===== src/rtl/vpd_pkg.sv =====
package vpd_pkg;

    typedef logic [2:0] op_cls_t;

    localparam op_cls_t OP_VINT   = 3'd0;
    localparam op_cls_t OP_XS     = 3'd1;
    localparam op_cls_t OP_PERM   = 3'd2;
    localparam op_cls_t OP_STDATA = 3'd3;
    localparam op_cls_t OP_SFP    = 3'd4;
    localparam op_cls_t OP_VFP    = 3'd5;

    // Pipe usage accumulated along the slot chain within one cycle
    typedef struct packed {
        logic vs1_used;
        logic vs2_used;
        logic vs1_quad;
        logic vs2_fp;
        logic in_order;
    } pipe_occ_t;

endpackage


===== src/rtl/vpd_wb_history.sv =====
module vpd_wb_history #(
    parameter int GAP = 5
) (
    input  logic clk,
    input  logic rst_n,
    input  logic vfp_on_vs1,
    output logic xs_block
);

    localparam int DEPTH = GAP;

    logic [DEPTH-1:0] hist_q;

    // hist_q[k-1] set means a vector FP entered VS1 k cycles ago
    always_ff @(posedge clk or negedge rst_n) begin
        if (!rst_n) begin
            hist_q <= '0;
        end else begin
            hist_q <= {hist_q[DEPTH-2:0], vfp_on_vs1};
        end
    end

    assign xs_block = hist_q[DEPTH-1];

    initial begin
        a_r5_gap_range: assert (GAP >= 2);
    end

endmodule


===== src/rtl/vpd_slot_steer.sv =====
module vpd_slot_steer
    import vpd_pkg::*;
(
    input  logic      valid,
    input  op_cls_t   cls,
    input  logic      quad,
    input  logic      xs_block,
    input  pipe_occ_t occ_in,
    output pipe_occ_t occ_out,
    output logic      gnt,
    output logic      pipe,
    output logic      vfp_on_vs1
);

    logic fits_vs1;
    logic fits_vs2;
    logic is_fp;
    logic is_xs;
    logic can_vs1;
    logic can_vs2;
    logic take_vs1;
    logic take_vs2;

    always_comb begin
        fits_vs1 = 1'b0;
        fits_vs2 = 1'b0;
        is_fp    = 1'b0;
        is_xs    = 1'b0;
        unique case (cls)
            OP_VINT:   fits_vs1 = 1'b1;
            OP_XS: begin
                fits_vs1 = 1'b1;
                is_xs    = 1'b1;
            end
            OP_PERM,
            OP_STDATA: fits_vs2 = 1'b1;
            OP_SFP,
            OP_VFP: begin
                fits_vs1 = 1'b1;
                fits_vs2 = 1'b1;
                is_fp    = 1'b1;
            end
            default: ;
        endcase
    end

    always_comb begin
        can_vs1  = !occ_in.vs1_used
                   && !(is_xs && xs_block)
                   && !(quad && occ_in.vs2_fp);
        can_vs2  = !occ_in.vs2_used && !(is_fp && occ_in.vs1_quad);
        take_vs1 = valid && occ_in.in_order && fits_vs1 && can_vs1;
        take_vs2 = valid && occ_in.in_order && !take_vs1 && fits_vs2 && can_vs2;
    end

    always_comb begin
        gnt              = take_vs1 || take_vs2;
        pipe             = take_vs2;
        vfp_on_vs1       = take_vs1 && (cls == OP_VFP);
        occ_out.vs1_used = occ_in.vs1_used || take_vs1;
        occ_out.vs2_used = occ_in.vs2_used || take_vs2;
        occ_out.vs1_quad = occ_in.vs1_quad || (take_vs1 && quad);
        occ_out.vs2_fp   = occ_in.vs2_fp || (take_vs2 && is_fp);
        occ_out.in_order = occ_in.in_order && (!valid || gnt);
    end

endmodule


===== src/rtl/vpipe_dispatch_gate.sv =====
module vpipe_dispatch_gate
    import vpd_pkg::*;
#(
    parameter int NSLOT = 2,
    parameter int GAP   = 5
) (
    input  logic               clk,
    input  logic               rst_n,
    input  logic [NSLOT-1:0]   cand_valid,
    input  logic [3*NSLOT-1:0] cand_cls,
    input  logic [NSLOT-1:0]   cand_quad,
    output logic [NSLOT-1:0]   cand_gnt,
    output logic [NSLOT-1:0]   cand_pipe,
    output logic               vs1_go,
    output logic               vs2_go
);

    localparam int CLS_W = 3;

    pipe_occ_t        occ [NSLOT+1];
    logic [NSLOT-1:0] vfp_vec;
    logic             xs_block;

    assign occ[0] = pipe_occ_t'{in_order: 1'b1, default: 1'b0};

    for (genvar g = 0; g < NSLOT; g++) begin : g_slot
        vpd_slot_steer u_steer (
            .valid      (cand_valid[g]),
            .cls        (cand_cls[g*CLS_W +: CLS_W]),
            .quad       (cand_quad[g]),
            .xs_block   (xs_block),
            .occ_in     (occ[g]),
            .occ_out    (occ[g+1]),
            .gnt        (cand_gnt[g]),
            .pipe       (cand_pipe[g]),
            .vfp_on_vs1 (vfp_vec[g])
        );

        a_r1_vs1_only: assert property (@(posedge clk) disable iff (!rst_n)
            (cand_gnt[g] && cand_cls[g*CLS_W +: CLS_W] <= OP_XS) |-> !cand_pipe[g]);

        a_r2_vs2_only: assert property (@(posedge clk) disable iff (!rst_n)
            (cand_gnt[g] && (cand_cls[g*CLS_W +: CLS_W] == OP_PERM
                             || cand_cls[g*CLS_W +: CLS_W] == OP_STDATA)) |-> cand_pipe[g]);

        a_r8_undef_refused: assert property (@(posedge clk) disable iff (!rst_n)
            (cand_cls[g*CLS_W +: CLS_W] > OP_VFP) |-> !cand_gnt[g]);

        a_r11_pipe_idle: assert property (@(posedge clk) disable iff (!rst_n)
            !cand_gnt[g] |-> !cand_pipe[g]);

        if (g > 0) begin : g_order
            a_r7_in_order: assert property (@(posedge clk) disable iff (!rst_n)
                cand_gnt[g] |-> &(cand_gnt[g-1:0] | ~cand_valid[g-1:0]));
        end
    end

    vpd_wb_history #(
        .GAP (GAP)
    ) u_hist (
        .clk        (clk),
        .rst_n      (rst_n),
        .vfp_on_vs1 (|vfp_vec),
        .xs_block   (xs_block)
    );

    assign vs1_go = occ[NSLOT].vs1_used;
    assign vs2_go = occ[NSLOT].vs2_used;

    a_r6_one_on_vs1: assert property (@(posedge clk) disable iff (!rst_n)
        $countones(cand_gnt & ~cand_pipe) <= 1);

    a_r6_one_on_vs2: assert property (@(posedge clk) disable iff (!rst_n)
        $countones(cand_gnt & cand_pipe) <= 1);

    a_r10_busy_match: assert property (@(posedge clk) disable iff (!rst_n)
        (vs1_go == |(cand_gnt & ~cand_pipe)) && (vs2_go == |(cand_gnt & cand_pipe)));

    a_r4_quad_vs_fp: assert property (@(posedge clk) disable iff (!rst_n)
        !(occ[NSLOT].vs1_quad && occ[NSLOT].vs2_fp));

    a_r9_idle_quiet: assert property (@(posedge clk) disable iff (!rst_n)
        (cand_valid == '0) |-> (!vs1_go && !vs2_go && cand_gnt == '0));

endmodule


===== config.mk =====
export PLATFORM = sky130hd
export DESIGN_NAME = vpipe_dispatch_gate
export DESIGN_NICKNAME = d
export VERILOG_FILES = /design/src/rtl/vpd_pkg.sv /design/src/rtl/vpd_wb_history.sv /design/src/rtl/vpd_slot_steer.sv /design/src/rtl/vpipe_dispatch_gate.sv
export SDC_FILE = /design/constraint.sdc
export NUM_CORES = 1
export LEC_CHECK = 0
export BUFFER_PORTS_ARGS = -buffer_cell sky130_fd_sc_hd__buf_2
export CAP_MARGIN = 20
export CORE_AREA = 2 2 39 41
export DETAILED_ROUTE_END_ITERATION = 12
export DIE_AREA = 0 0 41 43
export HOLD_SLACK_MARGIN = 0.03
export MAX_ROUTING_LAYER = met4
export PLACE_DENSITY = 0.52
export RECOVER_POWER = 25
export SETUP_SLACK_MARGIN = 0.3
export SLEW_MARGIN = 30
export SYNTH_ARGS = -nofsm -noshare
export SYNTH_HDL_FRONTEND = slang
export SYNTH_SLANG_ARGS = --single-unit

===== constraint.sdc =====
create_clock -name clk -period 1.5 [get_ports clk]
set_clock_uncertainty 0.15 [all_clocks]
set_input_delay 0.15 -clock clk [delete_from_list [all_inputs] [get_ports clk]]
set_output_delay 0.15 -clock clk [all_outputs]
set_load 0.01 [all_outputs]

==> results_dict.tcl <==
set metrics [dict create \
    outcome "finished, violations left" \
    violations "setup timing" \
    first_pass_iters 1 \
    r2r_cells 5 \
    die_height_um 43 \
    syn-num-nets 51 \
    drv_slew 0 \
    ys_types 23 \
    reg_top3 "u_hist.hist_q x5" \
    pwr-share-seq_pct 33.9 \
    power.internal_mw 0.303 \
    num_vias 356 \
    nets 78 \
    worst_pin_slew_ns 0.296 \
    synth_seq_cells 5 \
    synth_cells 37 \
    wl_um 764 \
    whs_ns 0.0443 \
    p_sw_share_pct 28.0 \
    die_area_um2 1760 \
    worstPathCellList "nand2_4 -> o21ai_4 -> a21bo_2 -> a21oi_1 -> buf_2" \
    cp_max_fo 4 \
    largest_register_ffs 5 \
    crit_path_max_incr_delay_ns 0.39 \
    cp.required_ns 1.20 \
    synth.avg_cell_area_um2 9.98 \
    grt_remaining_overflow 0 \
    yosysSeqAreaShare_pct 33.9 \
    fin_ws_ns -0.196 \
    hp-start "cand_cls[0]" \
    fin_crit_sh_pct 113 \
    areaGrowthSynthToFinish_pct 61.0 \
    post-route-util_pct 42.9 \
    clk_pin_slew_ns 0.04 \
    critPathArrivalTime_ns 1.40 \
    yosysWarnings 0 \
    r2r_slack_ns 0.08 \
    drt-vias-per-instance 4.51 \
    drive_gt1_share_pct 60.3 \
    pwr-share-clk_pct 37.3 \
    setup_viol_count_final 5 \
    drc 0 \
    wl_per_cell_um 9.67 \
    fmax_mhz 590 \
    grt_max_degree 6 \
    clock_sinks 5 \
    cap_viol_max_count 0 \
    clkLatencyLatePin_ns 0.24 \
    numCtsBuffers 3 \
    cp_slowest_cell "dfrtp_1" \
    p_leak_nw 0.312 \
    layout_commonest_cell "buf_2" \
    largest_register "u_hist.hist_q" \
    grt_usage_pct 10.1 \
    pin_count 18 \
    power_mw 0.421 \
    grt_pass1_wl_um 1180 \
    slew_headroom_pct 80.2 \
    finalHoldViolations 0 \
    pre_cts_ws_ns -0.0510 \
    power.density_nw_per_um2 708 \
    r2r-start "u_hist.hist_q[4]$_DFF_PN0_" \
    die_w_um 41 \
    clockBufferDepth 2 \
    synthesis.area_um2 369 \
    crit_path_end_kind "output pin" \
    whs_path_depth 2 \
    hp-class "in2reg" \
    netlist.area_leader.share_pct 33.9 \
    synth_area_leaders "dfrtp_1, buf_4, o311ai_4" \
    path_class "reg2out" \
    cts_tree "done" \
    startpoint_type "flip-flop" \
    gp_routability_congestion 0.673 \
    period_minus_slack_ns 1.70 \
    rsz0062_at_grt "yes" \
    n_antenna_cell 0 \
    row_count 14 \
    final_cell_mix "buf_2, buf_4, dfrtp_1" \
    grt_pass1_vias 312 \
    cts_root_buf "clkbuf_4" \
    core_area_um2 1380 \
    synth_top_cell_by_area "dfrtp_1" \
    numPortBuffers 16 \
    r2r_end "u_hist.hist_q[0]$_DFF_PN0_" \
    switchingPower_mw 0.118 \
    max-vdd-ir-drop_mv 0.540 \
    ant_nets 0 \
    drt_iter0_drc 0 \
    dp_hpwl_um 589 \
    htreeDepth 1 \
    antenna_found_initial 0 \
    initial_utilization_pct 26.7 \
    min_to "u_hist.hist_q[0]$_DFF_PN0_" \
    comb_power_share_pct 28.8 \
]
cells in the mapped netlist:
| cell type | count |
|---|---|
| a211oi_1 | 1 |
| buf_4 | 4 |
| o31ai_1 | 1 |
| nand3_1 | 2 |
| nand2_2 | 1 |
| nand2b_4 | 1 |
| a41o_1 | 1 |
| o21ai_2 | 1 |
| nor2b_2 | 1 |
| a21oi_1 | 1 |
| inv_1 | 4 |
| nand3b_1 | 1 |
| a21bo_2 | 1 |
| a31o_1 | 1 |
| nor3_1 | 1 |
| mux2i_1 | 1 |
| o21ai_0 | 1 |
| o2111ai_1 | 1 |
| nor2_1 | 1 |
| ha_1 | 2 |
| nand2_1 | 3 |
| o311ai_4 | 1 |
| dfrtp_1 | 5 |
through the flow:
| stage | instance area, um2 | std cells | TNS [ns] |
|---|---|---|---|
| CTS | 566 | 76 | -0.633 |
| global placement | 489 | 68 | -0.0320 |
| finish | 594 | 79 | -0.702 |
| detailed placement | 489 | 68 | -0.0510 |
| global route | 594 | 79 | -1.06 |
| floorplan | 397 | 37 | 0 |
cells by family after synthesis:
group | count (synthesis) | share of synthesized area [%]
AOI/OAI and AO/OA | 10 | 26.4
muxes | 1 | 2.71
buffers and inverters | 8 | 12.2
adders and majority gates | 2 | 6.78
and+or+nand+nor | 11 | 18.0
DFF | 5 | 33.9
worst max-delay path by stage:
stage                                           from     endpoint  slack (ns)  cells after the start
after detailed placement                 cand_cls[5]  cand_gnt[1]       -0.05                      8
after CTS                 u_hist.hist_q[4]$_DFF_PN0_  cand_gnt[1]       -0.20                      5
after global placement                   cand_cls[5]  cand_gnt[1]       -0.03                      8
after floorplan           u_hist.hist_q[4]$_DFF_PN0_  cand_gnt[1]        0.15                      5
final                     u_hist.hist_q[4]$_DFF_PN0_  cand_gnt[1]       -0.20                      5
after global routing      u_hist.hist_q[4]$_DFF_PN0_  cand_gnt[1]       -0.26                      5
routing by layer:
metal,vias to the layer above,global-route usage [%],routed length (um)
li1,182,-,-
met1,163,11.7,339
met2,11,14.7,367
met3,0,4.71,57
met4,0,4.00,0
met5,-,-,0
area by class of cell:
type,count,area (um2)
inverter,4,17.5
clock buffer,4,26.3
tap,16,20.0
multi-input combinational,24,245
timing repair buffer,26,160
fill,150,790
sequential,5,125
timing repair:
action,CTS,global route
setup endpoints to repair,6,6
hold buffers,1,0
pin swaps,1,1
hold endpoints to repair,5,0
buffers inserted,3,3
resized for setup,3,2
worst max-delay path, delay by kind of cell, from the launching register on:
family                 cells  cell delay, ns
AO/OA/AOI/OAI              3            0.54
flip-flops                 1            0.39
buffers and inverters      1            0.14
AND/OR/NAND/NOR            1            0.09
power groups by stage:
stage	registers (mW)	logic, mW	clock network (mW)
6_report	0.143	0.121	0.157
3_5_place_dp	0.144	0.104	0
2_1_floorplan	0.143	0.0675	0
5_1_grt	0.143	0.134	0.170
4_1_cts	0.143	0.115	0.161
3_3_place_gp	0.144	0.104	0
Note: power is estimated with default switching activity, not from simulation.
